File: src/rtl/rg_pkg.sv
package rg_pkg;
  // memory type codes
  typedef enum logic [1:0] {
    MT_STRONG = 2'd0,
    MT_DEVICE = 2'd1,
    MT_NORMAL = 2'd2,
    MT_RSVD   = 2'd3
  } mtype_e;

  // attribute word layout
  localparam int AB_EN    = 0;
  localparam int AB_LG_LO = 1;
  localparam int LG_W     = 6;
  localparam int AB_AP_LO = 7;
  localparam int AP_W     = 3;
  localparam int AB_XN    = 10;
  localparam int AB_MT_LO = 11;
  localparam int AB_SH    = 13;

  typedef struct packed {
    logic              en;
    logic [LG_W-1:0]   lg;
    logic [AP_W-1:0]   ap;
    logic              xn;
    mtype_e            mt;
    logic              sh;
  } rattr_t;
endpackage

File: src/rtl/rg_region_file.sv
module rg_region_file
  import rg_pkg::*;
#(
  parameter int NREG   = 8,
  parameter int ADDR_W = 32,
  parameter int MIN_LG = 5,
  localparam int IDX_W = $clog2(NREG)
) (
  input  logic                   clk,
  input  logic                   rst,
  input  logic                   wr_en,
  input  logic [IDX_W-1:0]       wr_idx,
  input  logic                   wr_word,
  input  logic [ADDR_W-1:0]      wr_data,
  input  logic [ADDR_W-1:0]      look_addr,
  output logic [NREG-1:0]        hit_vec,
  output logic [NREG-1:0][AP_W-1:0] ap_o,
  output logic [NREG-1:0]        xn_o,
  output mtype_e [NREG-1:0]      mt_o,
  output logic [NREG-1:0]        sh_o
);
  logic [LG_W-1:0] lg_in, lg_clamped;

  always_comb begin
    lg_in = wr_data[AB_LG_LO +: LG_W];
    if (lg_in < LG_W'(MIN_LG))
      lg_clamped = LG_W'(MIN_LG);
    else if (lg_in > LG_W'(ADDR_W))
      lg_clamped = LG_W'(ADDR_W);
    else
      lg_clamped = lg_in;
  end

  for (genvar i = 0; i < NREG; i++) begin : g_reg
    rattr_t            attr;
    logic [ADDR_W-1:0] base;
    logic [ADDR_W-1:0] mask;
    logic              sel;

    assign sel = wr_en && (wr_idx == IDX_W'(i));

    always_ff @(posedge clk) begin
      if (rst) begin
        attr <= '{en: 1'b0, lg: LG_W'(MIN_LG), ap: '0, xn: 1'b0, mt: MT_STRONG, sh: 1'b0};
        base <= '0;
      end else if (sel) begin
        if (wr_word) begin
          attr.en <= wr_data[AB_EN];
          attr.lg <= lg_clamped;
          attr.ap <= wr_data[AB_AP_LO +: AP_W];
          attr.xn <= wr_data[AB_XN];
          attr.mt <= mtype_e'(wr_data[AB_MT_LO +: 2]);
          attr.sh <= wr_data[AB_SH];
        end else begin
          base <= wr_data;
        end
      end
    end

    always_comb begin
      if (int'(attr.lg) >= ADDR_W)
        mask = '0;
      else
        mask = {ADDR_W{1'b1}} << attr.lg;
    end

    assign hit_vec[i] = attr.en && (((look_addr ^ base) & mask) == '0);
    assign ap_o[i]    = attr.ap;
    assign xn_o[i]    = attr.xn;
    assign mt_o[i]    = attr.mt;
    assign sh_o[i]    = attr.sh;
  end
endmodule

File: src/rtl/rg_prio_pick.sv
module rg_prio_pick #(
  parameter int NREG = 8,
  localparam int IDX_W = $clog2(NREG)
) (
  input  logic [NREG-1:0]  hit_vec,
  output logic             any,
  output logic [IDX_W-1:0] idx
);
  always_comb begin
    any = 1'b0;
    idx = '0;
    for (int i = 0; i < NREG; i++) begin
      if (hit_vec[i]) begin
        any = 1'b1;
        idx = IDX_W'(i);
      end
    end
  end
endmodule

File: src/rtl/rg_perm_eval.sv
module rg_perm_eval
  import rg_pkg::*;
(
  input  logic [AP_W-1:0] ap,
  input  logic            xn,
  input  logic            priv,
  input  logic            write,
  input  logic            fetch,
  output logic            ok
);
  logic is_read;
  logic ap_ok;

  assign is_read = fetch | ~write;

  always_comb begin
    unique case (ap)
      3'd1:    ap_ok = priv;
      3'd2:    ap_ok = priv | is_read;
      3'd3:    ap_ok = 1'b1;
      3'd5:    ap_ok = priv & is_read;
      3'd6:    ap_ok = is_read;
      default: ap_ok = 1'b0;
    endcase
  end

  assign ok = ap_ok & ~(fetch & xn);
endmodule

File: src/rtl/region_guard.sv
module region_guard
  import rg_pkg::*;
#(
  parameter int NREG   = 8,
  parameter int ADDR_W = 32,
  parameter int MIN_LG = 5,
  localparam int IDX_W  = $clog2(NREG),
  localparam int CFG_AW = IDX_W + 2
) (
  input  logic              clk,
  input  logic              rst,
  input  logic              cfg_we,
  input  logic [CFG_AW-1:0] cfg_addr,
  input  logic [ADDR_W-1:0] cfg_wdata,
  input  logic              acc_valid,
  input  logic [ADDR_W-1:0] acc_addr,
  input  logic              acc_priv,
  input  logic              acc_write,
  input  logic              acc_fetch,
  output logic              acc_allow,
  output logic              acc_fault,
  output logic              acc_hit,
  output logic [IDX_W-1:0]  acc_region,
  output logic [1:0]        acc_mtype,
  output logic              acc_shared,
  output logic              acc_xn,
  output logic              flt_valid,
  output logic [ADDR_W-1:0] flt_addr,
  output logic              flt_hit,
  output logic [IDX_W-1:0]  flt_region
);
  logic                     ctl_wr, reg_wr, clr_req, glob_en;
  logic [NREG-1:0]          hit_vec;
  logic [NREG-1:0][AP_W-1:0] ap_v;
  logic [NREG-1:0]          xn_v, sh_v;
  mtype_e [NREG-1:0]        mt_v;
  logic                     any_hit, perm_ok;
  logic [IDX_W-1:0]         win_idx;
  mtype_e                   win_mt;

  assign ctl_wr  = cfg_we &  cfg_addr[CFG_AW-1];
  assign reg_wr  = cfg_we & ~cfg_addr[CFG_AW-1];
  assign clr_req = ctl_wr & cfg_wdata[1];

  always_ff @(posedge clk) begin
    if (rst)
      glob_en <= 1'b0;
    else if (ctl_wr)
      glob_en <= cfg_wdata[0];
  end

  rg_region_file #(.NREG(NREG), .ADDR_W(ADDR_W), .MIN_LG(MIN_LG)) u_rf (
    .clk       (clk),
    .rst       (rst),
    .wr_en     (reg_wr),
    .wr_idx    (cfg_addr[CFG_AW-2:1]),
    .wr_word   (cfg_addr[0]),
    .wr_data   (cfg_wdata),
    .look_addr (acc_addr),
    .hit_vec   (hit_vec),
    .ap_o      (ap_v),
    .xn_o      (xn_v),
    .mt_o      (mt_v),
    .sh_o      (sh_v)
  );

  rg_prio_pick #(.NREG(NREG)) u_pick (
    .hit_vec (hit_vec),
    .any     (any_hit),
    .idx     (win_idx)
  );

  rg_perm_eval u_perm (
    .ap    (ap_v[win_idx]),
    .xn    (xn_v[win_idx]),
    .priv  (acc_priv),
    .write (acc_write),
    .fetch (acc_fetch),
    .ok    (perm_ok)
  );

  assign win_mt = mt_v[win_idx];

  always_comb begin
    acc_allow  = 1'b1;
    acc_hit    = 1'b0;
    acc_region = '0;
    acc_mtype  = MT_NORMAL;
    acc_shared = 1'b0;
    acc_xn     = 1'b0;
    if (glob_en) begin
      if (any_hit) begin
        acc_allow  = perm_ok;
        acc_hit    = 1'b1;
        acc_region = win_idx;
        acc_mtype  = win_mt;
        acc_shared = (win_mt == MT_STRONG) | sh_v[win_idx];
        acc_xn     = xn_v[win_idx];
      end else begin
        acc_allow  = acc_priv;
      end
    end
  end

  assign acc_fault = acc_valid & ~acc_allow;

  always_ff @(posedge clk) begin
    if (rst) begin
      flt_valid  <= 1'b0;
      flt_addr   <= '0;
      flt_hit    <= 1'b0;
      flt_region <= '0;
    end else begin
      if (clr_req)
        flt_valid <= 1'b0;
      if (acc_fault && (!flt_valid || clr_req)) begin
        flt_valid  <= 1'b1;
        flt_addr   <= acc_addr;
        flt_hit    <= acc_hit;
        flt_region <= acc_region;
      end
    end
  end
endmodule

File: config.mk
export PLATFORM = sky130hd
export DESIGN_NAME = region_guard
export DESIGN_NICKNAME = d
export VERILOG_FILES = /design/src/rtl/rg_pkg.sv /design/src/rtl/rg_region_file.sv /design/src/rtl/rg_prio_pick.sv /design/src/rtl/rg_perm_eval.sv /design/src/rtl/region_guard.sv
export SDC_FILE = /design/constraint.sdc
export NUM_CORES = 1
export LEC_CHECK = 0
export BUFFER_PORTS_ARGS = -buffer_cell sky130_fd_sc_hd__buf_4
export CAP_MARGIN = 20
export CORE_AREA = 4 4 268 270
export CTS_BUF_LIST = sky130_fd_sc_hd__clkbuf_8
export DETAILED_ROUTE_END_ITERATION = 16
export DIE_AREA = 0 0 272 274
export GPL_TIMING_DRIVEN = 0
export SLEW_MARGIN = 20
export SYNTH_ARGS = -nofsm -noshare
export SYNTH_HDL_FRONTEND = slang
export SYNTH_SLANG_ARGS = --single-unit
File: constraint.sdc
create_clock -name clk -period 5.97 [get_ports clk]
set_input_delay 0.2985 -clock clk [delete_from_list [all_inputs] [get_ports clk]]
set_output_delay 0.2985 -clock clk [all_outputs]
set_load 0.01 [all_outputs]
==> reports/results.ini, run 1 <==
[timing]
setup_violations = 0
rsz0062_at_grt = false
whs_ns = 0.02860
period_share_pct = 94.92
tightest_slew_ns = 1.135
slew_headroom_pct = 24.33
skew_ns = 0.04849
drv_slew = 0
hold_viol = 0
min_period_ns = 5.667
fmax_mhz = 176.5
fin_tns_setup_ns = 0

[clocking]
clk_path_buf_depth = 3
cts.sinks = 406
clk_latency_ns = 0.70
htree_num_levels = 3
root_buffer = clkbuf_8
tritoncts = built
cts_made_buffers = 77
clk_pin_slew_ns = 0.06

[min_path]
hold_class = primary input to register

[place]
gp_congestion = 0.9466
io_buffers = 61
dpl.hpwl_um = 62910

[run_status]
status = finished clean

[setup_path]
crit_slowest_cell = o22ai_2
worst-path-max-fanout = 10
crit_chain = buf_2 > buf_2 > nand2_1 > a211oi_1 > nand2_1 > a211oi_1 > nand4_1 > o22ai_2 > nor3_1 > mux2_1 > mux4_2 > mux2_2 > mux2_4 > a22o_1 > buf_6 > buf_6 > nand2_1 > buf_4
crit_arrival_ns = 5.37
worst_setup_path_end_kind = output pin
cp_top_family = multiplexers
crit_top_cell = nand2_1
cp.buffers_inverters = 5
crit_required_ns = 5.67
worstSetupStartpointType = register
path_class = register to output pin
critPathMaxStageDelay_ns = 0.49

[grt]
grt_pass1_wl_um = 123900
grt_start_max_net_pins = 12
grt_usage_pct = 21.99
overflow = 0
antenna_found_initial = 4
grt_pass1_vias = 19520

[synth]
syn_nets = 2818
synth_flop_cell = dfxtp_1
synth.top_cell.area_share_pct = 39.28
avgSynthCellArea_um2 = 7.546
yosys.cell_count.top_type = nand2_1
synth_area_leaders = dfxtp_1 (39%), nand2_1 (14%), a21oi_1 (10%)
synth-edff-count = 0
ys_top_cells_by_count = nand2_1 (782), a21oi_1 (431), dfxtp_1 (406)
ys_warn_count = 0
ys_seq_elements = 406
mappedNetlistArea_um2 = 20690
synth_cell_types = 79
yosysTopAreaCell = dfxtp_1
syn_inst = 2742
async_flop_share_pct = 0
seq_area_frac_synth_pct = 39.28

[routing]
dr_total_vias = 20360
post_drt_wl_per_cell_um = 21.75
via_per_inst = 5.219
drtPass1Iterations = 5
route.detailed.drc = 0
ant_nets = 0
finalWirelength_um = 84820
drt_iter0_drc = 2038

[die]
core_area_um2 = 69540
fp.dieArea_um2 = 74530
die_h_um = 274
ios = 123
die_x_um = 272
placementRows = 97
initial_core_util_pct = 29.75

[flow_run]
maxCapViolCount = 0

[power_and_ir_drop]
p_per_area_nw_per_um2 = 253.9
ir_worst_vdd_v = 0.0001295
p_leak_nw = 8.317

[finish]
nNetsFinal = 2975
areaGrowthSynthToFinish_pct = 16.51
drive_above_1_share_pct = 11.67

==> placed cells by master (no fill, tap or decap), types with 11 or more instances in the layout <==
cell / netlist / layout
nand2_1: 782 / 782
a21oi_1: 431 / 431
dfxtp_1: 406 / 406
clkbuf_1: 160 / 159
xnor2_1: 134 / 134
xor2_1: 121 / 121
clkbuf_8: 0 / 102
o21ai_0: 77 / 77
buf_4: 5 / 71
nor2_1: 71 / 71
nand3_1: 50 / 50
buf_2: 49 / 49
inv_1: 25 / 49
o21ai_1: 30 / 30
a21oi_2: 30 / 30
mux2i_1: 26 / 26
a31oi_1: 23 / 23
nor3_1: 23 / 23
clkbuf_2: 20 / 21
nand3_2: 19 / 19
a211o_1: 18 / 18
o211ai_1: 16 / 16
a211oi_1: 14 / 13
nor4_1: 13 / 13
o22ai_1: 13 / 12
buf_6: 10 / 11
and2_1: 11 / 11
nand4_1: 11 / 11
nor2b_1: 11 / 11
dlygate4sd3_1: 0 / 11
==> state kept, by name, summed over array words and instances, names as in the netlist, 3 cells and up <==
signal       cells
flt_addr        32
flt_region       3
u_rf.ap_o       24
u_rf.g.attr     56
u_rf.mt_o       16
u_rf.xn_o        8
u_rf.sh_o        8
u_rf.g.base    256
==> power breakdown <==
part	switching (mW)	leakage (nW)	internal, mW	total (mW)
Combinational	0.394	4.14	0.149	0.543
Sequential	0.0144	3.27	2.73	2.75
Clock	1.30	0.903	1.53	2.83
Total	1.71	8.32	4.41	6.12
==> worst register-to-register path, cell delays in order, from the launching register on <==
cell	delay [ns]
dfxtp_1	0.30
buf_2	0.22
buf_2	0.27
nand2_1	0.09
a211oi_1	0.23
nand2_1	0.09
a211oi_1	0.24
nand4_1	0.39
o22ai_2	0.49
nor3_1	0.14
mux2_1	0.35
mux4_2	0.46
mux2_2	0.27
mux2_4	0.30
a22oi_4	0.54
buf_6	0.24
o21ai_1	0.10
a21oi_2	0.15
==> cell type report <==
| type | count | area [µm²] |
|---|---|---|
| antenna | 3 | 7.507 |
| buffer | 251 | 1129 |
| clock inverter | 35 | 175.2 |
| clock buffer | 102 | 1404 |
| tap | 940 | 1176 |
| multi-input combinational | 2060 | 11380 |
| fill | 7523 | 45440 |
| inverter | 25 | 93.84 |
| sequential | 406 | 8128 |
| timing repair buffer | 78 | 616.8 |
==> worst paths after layout <==
path              slack (ns)                   from                     end  cells past startpoint
hold reg to reg         0.45           u_rf.sh_o[0]            u_rf.sh_o[0]                      2
hold / removal          0.03          cfg_wdata[31]  u_rf.g_reg[3].base[31]                      3
setup / recovery        0.30  u_rf.g_reg[3].attr[9]               acc_allow                     18
setup reg to reg        0.99  u_rf.g_reg[3].attr[9]             flt_addr[7]                     17
==> cells by family (layout without fill, tap and decap cells) <==
group,after synthesis,after routing,synth area share [%]
simple gates,1018,1018,20.39
compound gates,743,743,21.25
flops,406,406,39.28
buf+inv,276,491,5.902
xor+xnor,257,257,10.95
mux,37,37,1.983
fa+ha+maj,5,5,0.2419
other cells,0,3,0
==> stage by stage <==
stage | power [mW] | cells | cell area [µm²] | worst slack (ns) | util (%)
floorplan | 3.107 | 2742 | 20690 | 1.927 | -
CTS | 6.144 | 3895 | 24070 | 0.02905 | 34.62
global route | 6.301 | 3899 | 24100 | 0.07511 | 34.66
finish | 6.121 | 3900 | 24110 | 0.3032 | 34.66
detailed placement | 3.330 | 3744 | 22350 | 0.5037 | 32.14
global placement | 3.328 | 3743 | 22330 | 0.4821 | 32.10
==> routing by layer <==
| metal | vias up | global-route usage (%) | part of all wire [%] |
|---|---|---|---|
| met2 | 864 | 36.93 | 47 |
| met4 | 2 | 10.17 | 4.6 |
| li1 | 9547 | - | - |
| met3 | 201 | 3.903 | 7.5 |
| met5 | - | 0 | 0.015 |
| met1 | 9741 | 27.48 | 41 |
==> what timing repair did <==
action / 4_1_cts / 5_1_grt
setup buffers: 3 / 2
hold buffers: 11 / 0
gates resized for setup: 2 / 2
endpoints found under the setup margin: 2 / 2
hold endpoints to repair: 9 / 0
pin swaps: 1 / 1
No activity file was read; power rests on OpenSTA's default activity.
==> run 2: changes to the inputs <==
Settings changed: CELL_PAD_IN_SITES_DETAIL_PLACEMENT from default to 1, CELL_PAD_IN_SITES_GLOBAL_PLACEMENT from default to 2, CORE_AREA 4 4 268 270 to 4 4 267 269, DIE_AREA 0 0 272 274 to 0 0 271 273, PLACE_DENSITY_LB_ADDON from default to 0.1, SYNTH_HIERARCHICAL from default to 1.
==> run 2 against run 1 <==
Critical path depth grew 3. Register-to-register slack worse by 0.65 ns. Largest power group unchanged. Cell count is 1.2% higher. Power grew 0.67%.
==> reports/results.ini, run 2 <==
[clocking]
cts_made_buffers = 82  ; +6.5%
clk_pin_slew_ns = 0.07  ; about the same
htree_num_levels = 3  ; unchanged
clk_latency_ns = 0.67  ; -0.03 ns
cts.sinks = 406  ; unchanged
tritoncts = built
root_buffer = clkbuf_8
clk_path_buf_depth = 3  ; unchanged

[power_and_ir_drop]
p_per_area_nw_per_um2 = 250.4  ; -1.4%
ir_worst_vdd_v = 0.0001050  ; -19%
combinationalPowerShare_pct = 9.6  ; +0.7 points
p_int_mw = 4.425  ; +0.34%
p_leak_nw = 8.756  ; +5.3%
switching_power_mw = 1.738  ; +1.5%
clockPowerShare_pct = 45.9  ; -0.4 points
power_frac_seq_pct = 44.6  ; -0.3 points
p_sw_share_pct = 28.20  ; +0.24 points

[place]
dp.cells = 3769  ; +0.67%
gp_congestion = 0.8870  ; -6.3%
dpl.hpwl_um = 73330  ; +17%
io_buffers = 95  ; +56%
dpl-instance-area_um2 = 22390  ; +0.17%

[setup_path]
crit_required_ns = 5.67  ; about the same
crit_arrival_ns = 5.55  ; +0.18 ns
cp.buffers_inverters = 6  ; +1
path_class = primary input to output pin
worstSetupStartpointType = primary input
worst_setup_path_end_kind = output pin
crit_slowest_cell = dlygate4sd3_1
worst-path-max-fanout = 10  ; unchanged
crit_top_cell = buf_4
cp_top_family = buffers and inverters
reg2regPathDepth = 22  ; +5
crit_chain = dlygate4sd3_1 > buf_4 > clkbuf_4 > xor2_1 > a2111oi_1 > or3_1 > a41oi_2 > nor4_4 > o2bb2a_4 > a21oi_2 > o31ai_4 > buf_12 > mux4_2 > mux2_4 > or3b_1 > a21oi_2 > a211oi_1 > mux2i_2 > buf_4 > nand2_1 > buf_4
cp.depth = 21  ; +3
critPathMaxStageDelay_ns = 0.54  ; +0.05 ns

[die]
initial_core_util_pct = 29.83  ; +0.081 points
ios = 123  ; unchanged
placementRows = 96  ; -1.0%
die_h_um = 273  ; -0.36%
die_x_um = 271  ; -0.37%
fp.dieArea_um2 = 73980  ; -0.73%
core_area_um2 = 68590  ; -1.4%

[routing]
via_per_inst = 5.149  ; -1.4%
route.detailed.drc = 0  ; unchanged
drt_iter0_drc = 1296  ; -36%
finalWirelength_um = 97930  ; +15%
drtPass1Iterations = 7  ; +2
ant_nets = 0  ; unchanged
dr_total_vias = 20330  ; -0.14%
post_drt_wl_per_cell_um = 24.80  ; +14%

[min_path]
hold_class = primary input to register
holdPathStages = 3  ; unchanged

[finish]
areaGrowthSynthToFinish_pct = 20.25
fillers = 8417  ; +12%
nNetsFinal = 3034  ; +2.0%
final_common_cell = nand2_1
finalInstanceArea_um2 = 24610  ; +2.1%
finalNonFillerCells = 3948  ; +1.2%
drive_above_1_share_pct = 13.43  ; +1.8 points
reg_top3 = u_rf/g.base: 256 flops, u_rf/g.attr: 56 flops, flt_addr: 32 flops
regMostFlops = u_rf/g.base
largest_reg_flops = 256  ; unchanged
final_cell_mix = nand2_1 (853), a21oi_1 (469), dfxtp_1 (397), buf_4 (170), clkbuf_1 (164)

[synth]
ys_warn_count = 6  ; +6
synth_flop_cell = dfxtp_1
syn_inst = 2741  ; -0.036%
synth-edff-count = 0  ; unchanged
async_flop_share_pct = 0  ; unchanged
synth_cell_types = 76  ; -3.8%
ys_seq_elements = 406  ; unchanged
ys_top_cells_by_count = nand2_1 (855), a21oi_1 (474), dfxtp_1 (406)
synth.top_cell.area_share_pct = 39.72  ; +0.44 points
avgSynthCellArea_um2 = 7.465  ; -1.1%
yosys.cell_count.top_type = nand2_1
yosysTopAreaCell = dfxtp_1
mappedNetlistArea_um2 = 20460  ; -1.1%
seq_area_frac_synth_pct = 39.72  ; +0.44 points
syn_nets = 2817  ; -0.035%
synth_area_leaders = dfxtp_1 (40%), nand2_1 (16%), a21oi_1 (12%)

[grt]
grt_pass1_vias = 20410  ; +4.6%
overflow = 0  ; unchanged
antenna_found_initial = 3  ; -1
grt_pass1_wl_um = 140400  ; +13%
grt_usage_pct = 25.72  ; +3.7 points
grt_start_max_net_pins = 18  ; +6

[timing]
setup_violations = 0  ; unchanged
drv_slew = 0  ; unchanged
fin_tns_setup_ns = 0  ; unchanged
min_period_ns = 5.849  ; +0.1826 ns
fmax_mhz = 171.0  ; -3.1%
slew_headroom_pct = 19.53  ; -4.8 points
tightest_slew_ns = 1.207  ; +0.07199 ns
whs_ns = 0.05701  ; +0.02841 ns
period_share_pct = 97.98  ; +3.1 points
hold_viol = 0  ; unchanged
skew_ns = 0.02977  ; -0.01872 ns

[flow_run]
maxCapViolCount = 0  ; unchanged

[run_status]
status = finished clean

[run 2: cell count changes after synthesis, moves of 15 or more]
cell | before | now
mux2i_1 | 26 | 6
buf_4 | 5 | 62
xnor2_1 | 134 | 102
nand3_2 | 19 | 0
nand2_1 | 782 | 855
o21ai_0 | 77 | 62
o21ai_1 | 30 | 9
nand3_1 | 50 | 27
a21oi_1 | 431 | 474
buf_2 | 49 | 19
inv_1 | 25 | 10
xor2_1 | 121 | 153
clkbuf_1 | 160 | 192
a21oi_2 | 30 | 2
[run 2: logic make-up (layout without fill, tap and decap cells)]
family	Yosys count	count (layout)	synth area share (%)
AOI/OAI and AO/OA	694	694	19.22
muxes	24	24	2.214
other	0	2	0
xor gates and xnor gates	255	255	10.91
buffers and inverters	315	589	7.380
adders and majority gates	3	3	0.1468
and+or+nand+nor	1044	1044	20.40
DFF	406	406	39.72
[run 2: power by group through the flow]
stage	combinational, mW	clock [mW]	sequential, mW
4_1_cts	0.584	2.92	2.75
6_report	0.589	2.83	2.75
2_1_floorplan	0.285	0	2.80
3_3_place_gp	0.556	0	2.80
5_1_grt	0.623	3.06	2.75
3_5_place_dp	0.561	0	2.80
[run 2: routing by layer]
metal  global-route usage, %  up-vias  share of wire, %
met2                   39.74      543                44
met1                   36.16    10120                47
met5                       0        -                 0
met4                   8.213        0               2.9
met3                   5.031      160               6.2
li1                        -     9502                 -
[run 2: timing repair]
| action | 4_1_cts | 5_1_grt |
|---|---|---|
| endpoints found under the setup margin | 39 | 14 |
| pin swaps | 9 | 2 |
| gates resized for setup | 52 | 27 |
| endpoints found under the hold margin | 34 | 0 |
| hold buffers | 36 | 0 |
| cloned | 0 | 0 |
| setup buffers | 8 | 2 |
[run 2: stage by stage]
| step | setup WS (ns) | util, % | power [mW] |
|---|---|---|---|
| 2_1_floorplan | 1.168 | - | 3.087 |
| 3_3_place_gp | -0.9195 | 32.57 | 3.360 |
| 3_5_place_dp | -0.9813 | 32.64 | 3.365 |
| 4_1_cts | 0.004138 | 35.76 | 6.249 |
| 5_1_grt | -0.06205 | 35.88 | 6.426 |
| 6_report | 0.1206 | 35.88 | 6.163 |
[run 2: worst paths after layout]
kind / start / to / slack, ns
max: acc_addr[11] / acc_allow / 0.12
min: cfg_wdata[27] / u_rf/g_reg[2].base[27] / 0.06
max reg2reg: u_rf/g_reg[6].attr[10] / flt_addr[22] / 0.34
min reg2reg: u_rf/sh_o[6] / u_rf/sh_o[6] / 0.45
[run 2: final cells by class]
class / count / area, µm² / area share, %
Tap cell: 931 / 1165 / 4.734
Buffer: 292 / 1468 / 5.965
Timing Repair Buffer: 143 / 1164 / 4.729
Inverter: 13 / 48.80 / 0.1983
Antenna cell: 2 / 5.005 / 0.02034
Clock buffer: 102 / 1404 / 5.705
Multi-Input combinational cell: 2020 / 11040 / 44.88
Clock inverter: 39 / 163.9 / 0.6661
Sequential cell: 406 / 8144 / 33.10
[run 2: worst register-to-register path, stage by stage (launching register included)]
cell and delay, ns:
dfxtp_1 0.33, buf_6 0.15, nand3_4 0.14, a21oi_4 0.30
a21oi_2 0.09, or4_1 0.42, or4_4 0.51, o41ai_4 0.33
inv_1 0.12, a21oi_2 0.21, o31ai_4 0.14, buf_12 0.19
mux4_2 0.46, mux2_4 0.29, or3b_1 0.37, a21oi_2 0.15
a211oi_1 0.06, mux2i_2 0.23, buf_4 0.18, o2111ai_2 0.30
buf_2 0.35, nand2_1 0.12, a21oi_1 0.07
